### src/rtl/sregp_pkg.sv
package sregp_pkg;

   // Edge strobes of the serial clock, valid for one master cycle each.
   typedef struct packed {
      logic rise;
      logic fall;
   } sclk_edge_t;

   // Total number of serial bits in one access.
   function automatic int unsigned frame_bits(input int unsigned a_w,
                                              input int unsigned d_w);
      return a_w + d_w;
   endfunction

endpackage

### src/rtl/sregp_sync.sv
module sregp_sync #(
   parameter int unsigned      WIDTH   = 1,
   parameter int unsigned      STAGES  = 2,
   parameter logic [WIDTH-1:0] RST_VAL = '0
) (
   input  logic             clk,
   input  logic             rst_n,
   input  logic [WIDTH-1:0] d,
   output logic [WIDTH-1:0] q
);

   generate
      if (STAGES < 2) begin : g_bad_stages
         $error("sregp_sync: STAGES must be at least 2");
      end
      if (WIDTH < 1) begin : g_bad_width
         $error("sregp_sync: WIDTH must be at least 1");
      end
   endgenerate

   logic [STAGES-1:0][WIDTH-1:0] chain;

   always_ff @(posedge clk or negedge rst_n) begin
      if (!rst_n) begin
         chain <= {STAGES{RST_VAL}};
      end else begin
         chain <= {chain[STAGES-2:0], d};
      end
   end

   assign q = chain[STAGES-1];

endmodule

### src/rtl/sregp_bank.sv
module sregp_bank #(
   parameter int unsigned ADDR_W   = 8,
   parameter int unsigned DATA_W   = 8,
   parameter bit          PER_ROW  = 1'b1
) (
   input  logic              clk,
   input  logic              wr_en,
   input  logic [ADDR_W-1:0] wr_addr,
   input  logic [DATA_W-1:0] wr_data,
   input  logic [ADDR_W-1:0] rd_addr,
   output logic [DATA_W-1:0] rd_data
);

   localparam int unsigned DEPTH = 1 << ADDR_W;

   generate
      if (ADDR_W < 1 || ADDR_W > 10) begin : g_bad_addr
         $error("sregp_bank: ADDR_W out of range 1..10");
      end
   endgenerate

   // Register contents have no reset by design: they survive device resets.
   generate
      if (PER_ROW) begin : g_rows
         logic [DEPTH-1:0][DATA_W-1:0] rows;
         for (genvar i = 0; i < DEPTH; i++) begin : g_row
            logic [DATA_W-1:0] q;
            always_ff @(posedge clk) begin
               if (wr_en && (wr_addr == ADDR_W'(i))) begin
                  q <= wr_data;
               end
            end
            assign rows[i] = q;
         end
         assign rd_data = rows[rd_addr];
      end else begin : g_mem
         logic [DATA_W-1:0] mem [DEPTH];
         always_ff @(posedge clk) begin
            if (wr_en) begin
               mem[wr_addr] <= wr_data;
            end
         end
         assign rd_data = mem[rd_addr];
      end
   endgenerate

endmodule

### src/rtl/sregp_frame.sv
module sregp_frame
   import sregp_pkg::*;
#(
   parameter int unsigned ADDR_W = 8,
   parameter int unsigned DATA_W = 8,
   localparam int unsigned FRAME = frame_bits(ADDR_W, DATA_W),
   localparam int unsigned CNT_W = $clog2(FRAME + 1)
) (
   input  logic              clk,
   input  logic              rst_n,
   input  logic              cs_act,
   input  sclk_edge_t        sedge,
   input  logic              rw_s,
   input  logic              din_s,
   input  logic [DATA_W-1:0] rd_byte,
   output logic [ADDR_W-1:0] addr_q,
   output logic              wr_en,
   output logic [DATA_W-1:0] wr_data,
   output logic [CNT_W-1:0]  bit_cnt,
   output logic              dout,
   output logic              doe
);

   localparam logic [CNT_W-1:0] C_ADDR_END = CNT_W'(ADDR_W);
   localparam logic [CNT_W-1:0] C_LAST     = CNT_W'(FRAME - 1);
   localparam logic [CNT_W-1:0] C_FULL     = CNT_W'(FRAME);

   generate
      if (DATA_W < 2 || ADDR_W < 2) begin : g_bad_widths
         $error("sregp_frame: ADDR_W and DATA_W must be at least 2");
      end
   endgenerate

   logic [FRAME-1:0]  shreg;
   logic [DATA_W-1:0] rd_sh;
   logic              in_frame;
   logic              data_phase;

   assign in_frame   = (bit_cnt < C_FULL);
   assign data_phase = (bit_cnt >= C_ADDR_END) && in_frame;

   always_ff @(posedge clk or negedge rst_n) begin
      if (!rst_n) begin
         bit_cnt <= '0;
         shreg   <= '0;
         addr_q  <= '0;
         rd_sh   <= '0;
      end else if (!cs_act) begin
         bit_cnt <= '0;
      end else begin
         if (sedge.rise && in_frame) begin
            shreg   <= {shreg[FRAME-2:0], din_s};
            bit_cnt <= bit_cnt + 1'b1;
            if (bit_cnt == C_ADDR_END - 1'b1) begin
               addr_q <= {shreg[ADDR_W-2:0], din_s};
            end
         end
         if (sedge.fall && data_phase) begin
            if (bit_cnt == C_ADDR_END) begin
               rd_sh <= rd_byte;
            end else begin
               rd_sh <= {rd_sh[DATA_W-2:0], 1'b0};
            end
         end
      end
   end

   assign wr_data = {shreg[DATA_W-2:0], din_s};
   assign wr_en   = cs_act && sedge.rise && (bit_cnt == C_LAST) && !rw_s;
   assign doe     = cs_act && rw_s && (bit_cnt >= C_ADDR_END);
   assign dout    = doe ? rd_sh[DATA_W-1] : 1'b0;

endmodule

### src/rtl/sregp_top.sv
module sregp_top
   import sregp_pkg::*;
#(
   parameter int unsigned ADDR_W      = 8,
   parameter int unsigned DATA_W      = 8,
   parameter int unsigned SYNC_STAGES = 2,
   parameter bit          PER_ROW     = 1'b1
) (
   input  logic clk,
   input  logic rst_n,
   input  logic ser_cs_n,
   input  logic ser_clk,
   input  logic ser_rw,
   input  logic ser_din,
   output logic ser_dout,
   output logic ser_doe
);

   localparam int unsigned FRAME = frame_bits(ADDR_W, DATA_W);
   localparam int unsigned CNT_W = $clog2(FRAME + 1);

   // Synchronized inputs: {cs_n, clk, rw, din}; select resets inactive.
   logic [3:0] raw_in;
   logic [3:0] syn_in;
   logic       cs_s_n;
   logic       sclk_s;
   logic       rw_s;
   logic       din_s;

   assign raw_in = {ser_cs_n, ser_clk, ser_rw, ser_din};

   sregp_sync #(
      .WIDTH   (4),
      .STAGES  (SYNC_STAGES),
      .RST_VAL (4'b1000)
   ) u_sync (
      .clk   (clk),
      .rst_n (rst_n),
      .d     (raw_in),
      .q     (syn_in)
   );

   assign {cs_s_n, sclk_s, rw_s, din_s} = syn_in;

   logic       sclk_hist;
   sclk_edge_t sedge;
   logic       cs_act;

   always_ff @(posedge clk or negedge rst_n) begin
      if (!rst_n) begin
         sclk_hist <= 1'b0;
      end else begin
         sclk_hist <= sclk_s;
      end
   end

   assign sedge.rise = sclk_s & ~sclk_hist;
   assign sedge.fall = ~sclk_s & sclk_hist;
   assign cs_act     = ~cs_s_n;

   logic [ADDR_W-1:0] addr_q;
   logic              wr_en;
   logic [DATA_W-1:0] wr_data;
   logic [DATA_W-1:0] rd_byte;
   logic [CNT_W-1:0]  bit_cnt;

   sregp_frame #(
      .ADDR_W (ADDR_W),
      .DATA_W (DATA_W)
   ) u_frame (
      .clk     (clk),
      .rst_n   (rst_n),
      .cs_act  (cs_act),
      .sedge   (sedge),
      .rw_s    (rw_s),
      .din_s   (din_s),
      .rd_byte (rd_byte),
      .addr_q  (addr_q),
      .wr_en   (wr_en),
      .wr_data (wr_data),
      .bit_cnt (bit_cnt),
      .dout    (ser_dout),
      .doe     (ser_doe)
   );

   sregp_bank #(
      .ADDR_W  (ADDR_W),
      .DATA_W  (DATA_W),
      .PER_ROW (PER_ROW)
   ) u_bank (
      .clk     (clk),
      .wr_en   (wr_en),
      .wr_addr (addr_q),
      .wr_data (wr_data),
      .rd_addr (addr_q),
      .rd_data (rd_byte)
   );

endmodule

### config.mk
export PLATFORM = sky130hd
export DESIGN_NAME = sregp_top
export DESIGN_NICKNAME = d
export VERILOG_FILES = /design/src/rtl/sregp_pkg.sv /design/src/rtl/sregp_sync.sv /design/src/rtl/sregp_bank.sv /design/src/rtl/sregp_frame.sv /design/src/rtl/sregp_top.sv
export SDC_FILE = /design/constraint.sdc
export NUM_CORES = 2
export LEC_CHECK = 0
export BUFFER_PORTS_ARGS = -buffer_cell sky130_fd_sc_hd__buf_2
export CORE_MARGIN = 2
export CORE_UTILIZATION = 55
export DETAILED_ROUTE_END_ITERATION = 7
export HOLD_SLACK_MARGIN = 0.1
export PLACE_DENSITY = 0.81
export SLEW_MARGIN = 20
export SYNTH_ARGS = -nofsm -noshare
export SYNTH_HDL_FRONTEND = slang
export SYNTH_SLANG_ARGS = --single-unit
### constraint.sdc
create_clock -name clk -period 6.93 [get_ports clk]
set_input_delay 0.3465 -clock clk [delete_from_list [all_inputs] [get_ports clk]]
set_output_delay 0.3465 -clock clk [all_outputs]
set_load 0.005 [all_outputs]
* Word level (Yosys, flattened, before mapping) *
Cells that the tools add are included.

storage, ports and cells
  input port bits = 6
  output and inout port bits = 2
  logic and storage cells = 806
  register bits = 2085

cells by class
  $add $sub $neg = 1
  equal/unequal tests = 258
  order comparisons = 3
  bitwise gates (word level) = 5
  mux-type cells = 6
  reductions and logical operators = 270

operators by type and width
  cell                 number
  $eq 8x8->1 const B   128
  $eq 8x7->1 const B   64
  $logic_and 1x1->1    264
  $eq 8x6->1 const B   32
  $eq 8x5->1 const B   16
  $bmux 8 s8           1
  $eq 8x4->1 const B   8
  $eq 8x3->1 const B   4
  $eq 8x2->1 const B   2
  $mux 8               2
  $eq 5x4->1 const B   2
  $mux 5               2
  $lt 8x9->1 const B   1
  $eq 8x1->1 const B   1
  $logic_not 8->1      1
  $add 5x1->5 const B  1
  $eq 5x3->1 const B   1
  $ge 5x4->1 const B   1
  $lt 5x5->1 const B   1
  $reduce_and 2->1     2
  $not 1->1            3
  $reduce_and 3->1     1
  $and 1x1->1          2
  $reduce_bool 2->1    1
  2 further kinds      2

* Depth between registers and ports, before layout *
  depth in word-level cells = 6
  gate-level depth with buffers = 13
  depth with buffers taken out = 8

* Cells and area by module *
Synthesis repeated with hierarchy kept, for this count alone.

second synthesis, totals
  cell total of the unflattened synthesis = 3845
  area, all modules = 80957.6 µm²

modules (own cells, without submodules)
  module       sequential area each (µm²)  area an instance (µm²)  times used  cells each
  sregp_bank   61499.0                     79387.4                 1           3726
  sregp_frame  700.7                       1293.7                  1           103
  sregp_sync   202.7                       232.7                   1           12
  sregp_top    25.0                        43.8                    1           4

* Least setup slack after synthesis *
Ideal clock, no wire load.

  kind = register to register
  start point = register u_frame.shreg[1]
  end point = register u_bank.g_rows.g_row[0].q[2] (data pin)
  required time = 6.122 ns
  stages on the path, launching flop included = 1
  arrival = 3.205 ns
  library setup time = 0.808 ns
  period minus slack after synthesis = 4.014 ns
  buffers on the path = 0
  path slack = 2.916 ns
  cells stage by stage = dfrtp_1

RTL lines
  item                    RTL line           RTL
  start, declared         sregp_frame.sv:34  logic [FRAME-1:0] shreg;
  start signal, assigned  sregp_frame.sv:52  shreg <= {shreg[FRAME-2:0], din_s};
  end signal, assigned    sregp_bank.sv:30   q <= wr_data;
  end, declared           sregp_bank.sv:27   logic [DATA_W-1:0] q;

No word-level cell between the ends.

* Worst setup path after layout *
  start point = register u_frame.addr_q[1]
  end point = register u_frame.rd_sh[3]

between the ends
  longest elaborated chain between the ends = 3

ends and longest elaborated chain
  item                          RTL line           RTL
  start, declared               sregp_frame.sv:16  output logic [ADDR_W-1:0] addr_q,
  start signal, assigned        sregp_frame.sv:55  addr_q <= {shreg[ADDR_W-2:0], din_s};
  $bmux 8 s8                    sregp_bank.sv:35   assign rd_data = rows[rd_addr];
  $mux 8 (implied by the code)  sregp_bank.sv:35
  $mux 8                        sregp_frame.sv:59  if (bit_cnt == C_ADDR_END) begin
  end signal, assigned          sregp_frame.sv:60  rd_sh <= rd_byte;
  end signal, assigned          sregp_frame.sv:62  rd_sh <= {rd_sh[DATA_W-2:0], 1'b0};
  end, declared                 sregp_frame.sv:35  logic [DATA_W-1:0] rd_sh;

No other way between the ends. The select of a mux whose other input is x is not followed.
A chain may end at the register's enable or synchronous reset.

==> impl_metrics.tcl <==
set metrics [dict create \
    p_switching_mw 6.09 \
    max_stage_delay_ps 1150 \
    ys_seq_area_share_pct 76.9 \
    finalCritPeriodShare_pct 74.9 \
    p_sw_share_pct 22.8 \
    peakVddDrop_mv 0.532 \
    drc_errors 0 \
    fp.dieH_um 388 \
    clockPowerShare_pct 37.6 \
    worstSetupPathType "reg2reg" \
    fin_area_um2 89100 \
    grt_util_met2_pct 42.1 \
    drive_above_1_share_pct 22.2 \
    rrSetupSlack_ps 1740 \
    syn_avg_cell_area_um2 21.1 \
    core_um2 147000 \
    crit_slowest_cell "dfrtp_4" \
    grt_pass1_wl_mm 302 \
    clock_path_buffers 3 \
    grt-ovfl-total 0 \
    grt_pass1_vias 41600 \
    syn_to_final_growth_pct 9.73 \
    p_seq_share_pct 58.1 \
    maxCapViolations 0 \
    cts_made_buffers 191 \
    end_kind "flop" \
    die_w_um 388 \
    setup-tns-final_ps 0 \
    syn-cell-area_um2 81200 \
    leakage_nw 26.8 \
    grt_max_degree 213 \
    clkLatencyLatePin_ps 840 \
    htree_levels 4 \
    ys_warn_count 0 \
    start_util_pct 55.2 \
    postCtsSetupBuffers 0 \
    setup_viol 0 \
    rsz0062_at_grt "no" \
    tightest_slew_ps 1240 \
    ios 8 \
    status "finished, final reports clean" \
    synth_ff_type "edfxtp_1" \
    dpl_cell_area_um2 83200 \
    routed_wl_mm 211 \
    syn-num-nets 3863 \
    finClkSkew_ps 35.5 \
    met3_usage_pct 8.05 \
    vias_per_cell 7.02 \
    hold_path_class "in2reg" \
    ys_ff_latch 2085 \
    drt_iter0_drc 7562 \
    intPower_mw 20.6 \
    arrival_ps 5870 \
    grt_util_all_layers_pct 28.1 \
    fin_util_pct 60.6 \
    drv_slew 0 \
    antenna_left 0 \
    p_per_area_nw_per_um2 300 \
    layout_common_cells "2,048 x edfxtp_1, 500 x mux4_2, 323 x nor2_1, 191 x clkbuf_16, 138 x mux2i_1" \
    cts_resized 0 \
    cp-start-kind "flop" \
    report.final.hold_viol_count 0 \
    num_rows 141 \
    first_pass_iters 8 \
    io_buffers 7 \
    cts_tree "done" \
    synth-edff-count 2048 \
    cts.sinks 2085 \
    final_nets 3914 \
    total_power_mw 26.7 \
    comb_power_share_pct 4.3 \
    routedWlPerCell_um 35.2 \
    layout_commonest_cell "edfxtp_1" \
    min_period_ps 5190 \
    slew_headroom_pct 16.9 \
    antenna_found_initial 8 \
    cts_root_buf "clkbuf_16" \
    vias 42100 \
    ys_async_sr_fraction_pct 1.77 \
    gp_congestion 0.917 \
    num-fill-cells 9561 \
    met1_usage_pct 37.4 \
    busiest_layer "met2" \
    max_freq_mhz 193 \
    place_hpwl_mm 119 \
    path_cells "buf_4, mux4_2, mux4_2, a2111oi_2, nand2_1, a21oi_1, a21oi_1" \
    die_area_um2 151000 \
    worstPathRequired_ps 7610 \
    clk_transition_reported_paths_ps 60 \
    crit_path_max_fanout 62 \
    syn_inst 3854 \
    synthDistinctLibCells 65 \
]
-- per-stage QoR --
step           hold WS [ps]  worst slack (ps)  instances
6_report                159              1740       5999
3_3_place_gp            346              1970       5637
3_5_place_dp            342              1930       5637
2_1_floorplan          50.9              2920       3854
5_1_grt                 148              1770       5990
4_1_cts                 107              1890       5990
-- synthesized netlist by cell type (5+ instances only) --
cell type	count	area (µm²)
mux2i_1	138	1380
nand3_1	31	155
a22oi_1	47	353
mux4_2	500	11300
buf_4	55	413
a211oi_1	10	75.1
edfxtp_1	2048	61500
and2_1	9	56.3
dfrtp_1	35	876
buf_1	10	37.5
a221oi_1	17	149
buf_6	24	270
o211ai_1	11	82.6
buf_2	60	300
and3_1	8	50.1
a2111oi_0	14	123
nor4_1	8	50.1
nor2_1	326	1220
clkbuf_1	84	315
nand4_1	8	50.1
nand2b_1	5	31.3
o22ai_1	26	163
nor2b_1	20	125
a32o_1	7	70.1
nor3_1	27	135
inv_1	8	30.0
a31oi_1	10	62.6
a21oi_1	43	215
nand2_1	129	484
o221ai_1	5	43.8
o21ai_0	40	200
a32oi_1	9	78.8
mux2_2	21	236
-- area by class of cell --
cell class / instances / area, µm² / share of cell area (%)
Sequential cell: 2085 / 62500 / 70.1
Antenna cell: 9 / 22.5 / 0.0253
Clock inverter: 110 / 885 / 0.993
Timing Repair Buffer: 93 / 881 / 0.988
Clock buffer: 238 / 4960 / 5.56
Multi-Input combinational cell: 1525 / 17400 / 19.6
Tap cell: 1930 / 2410 / 2.71
Inverter: 9 / 37.5 / 0.0421
-- logic make-up (layout without fill, tap and decap cells) --
kind of cell               after synthesis  count (layout)  synth area share [%]
buffers and inverters                  244             450                  1.72
DFF                                   2085            2085                  76.9
AOI/OAI and AO/OA                      270             270                  2.37
muxes                                  659             659                  15.9
adders and majority gates                3               3                0.0462
other                                    0               9                     0
xor gates and xnor gates                 3               3                0.0324
and+or+nand+nor                        590             590                  3.11
-- flip-flops by register name (all words and copies together), names as in the netlist --
register               cells
u_sync.chain               4
sclk_hist                  1
u_sync.q                   4
u_bank.g_rows.g_row.q   2048
u_frame.rd_sh              8
u_frame.addr_q             8
u_frame.bit_cnt            5
u_frame.shreg              7
-- routing by layer --
layer  share of wire, %  vias up
met2                 46     3747
met1                 34    21500
li1                   -    16100
met3                 13      732
met4                6.2       14
met5               0.12        -
-- power by group through the flow --
| stage | Clock [mW] | Combinational, mW | Sequential (mW) |
|---|---|---|---|
| after floorplan | 0 | 0.0285 | 16.3 |
| after global placement | 0 | 1.07 | 15.8 |
| after detailed placement | 0 | 1.15 | 15.8 |
| after CTS | 10.1 | 1.15 | 15.5 |
| after global routing | 10.5 | 1.24 | 15.5 |
| final | 10.0 | 1.16 | 15.5 |
-- final timing paths --
check | to | cells past startpoint | start
worst max-delay path | u_frame.rd_sh[3]$_DFFE_PN0P_ | 7 | u_frame.addr_q[1]$_DFFE_PN0P_
worst min-delay path | u_sync.chain[0]$_DFF_PN0_ | 2 | ser_din
worst max register to register | u_frame.rd_sh[3]$_DFFE_PN0P_ | 7 | u_frame.addr_q[1]$_DFFE_PN0P_
worst min register to register | u_sync.q[1]$_DFF_PN0_ | 0 | u_sync.chain[1]$_DFF_PN0_
max in group asynchronous | u_frame.addr_q[5]$_DFFE_PN0P_ | 2 | rst_n
min in group asynchronous | u_sync.chain[2]$_DFF_PN0_ | 2 | rst_n
-- worst max-delay path, delay by kind of cell (launching register included) --
kind            cells  cell delay [ps]
compound gates      3             1740
buf+inv             1              900
flops               1             1150
mux                 2              990
simple gates        1              140
-- what timing repair did --
| item | in CTS | in global routing |
|---|---|---|
| endpoints found under the hold margin | 39 | 0 |
| hold buffers | 5 | 0 |
| setup endpoints to repair | 0 | 0 |
(Power assumes the default switching activity.)
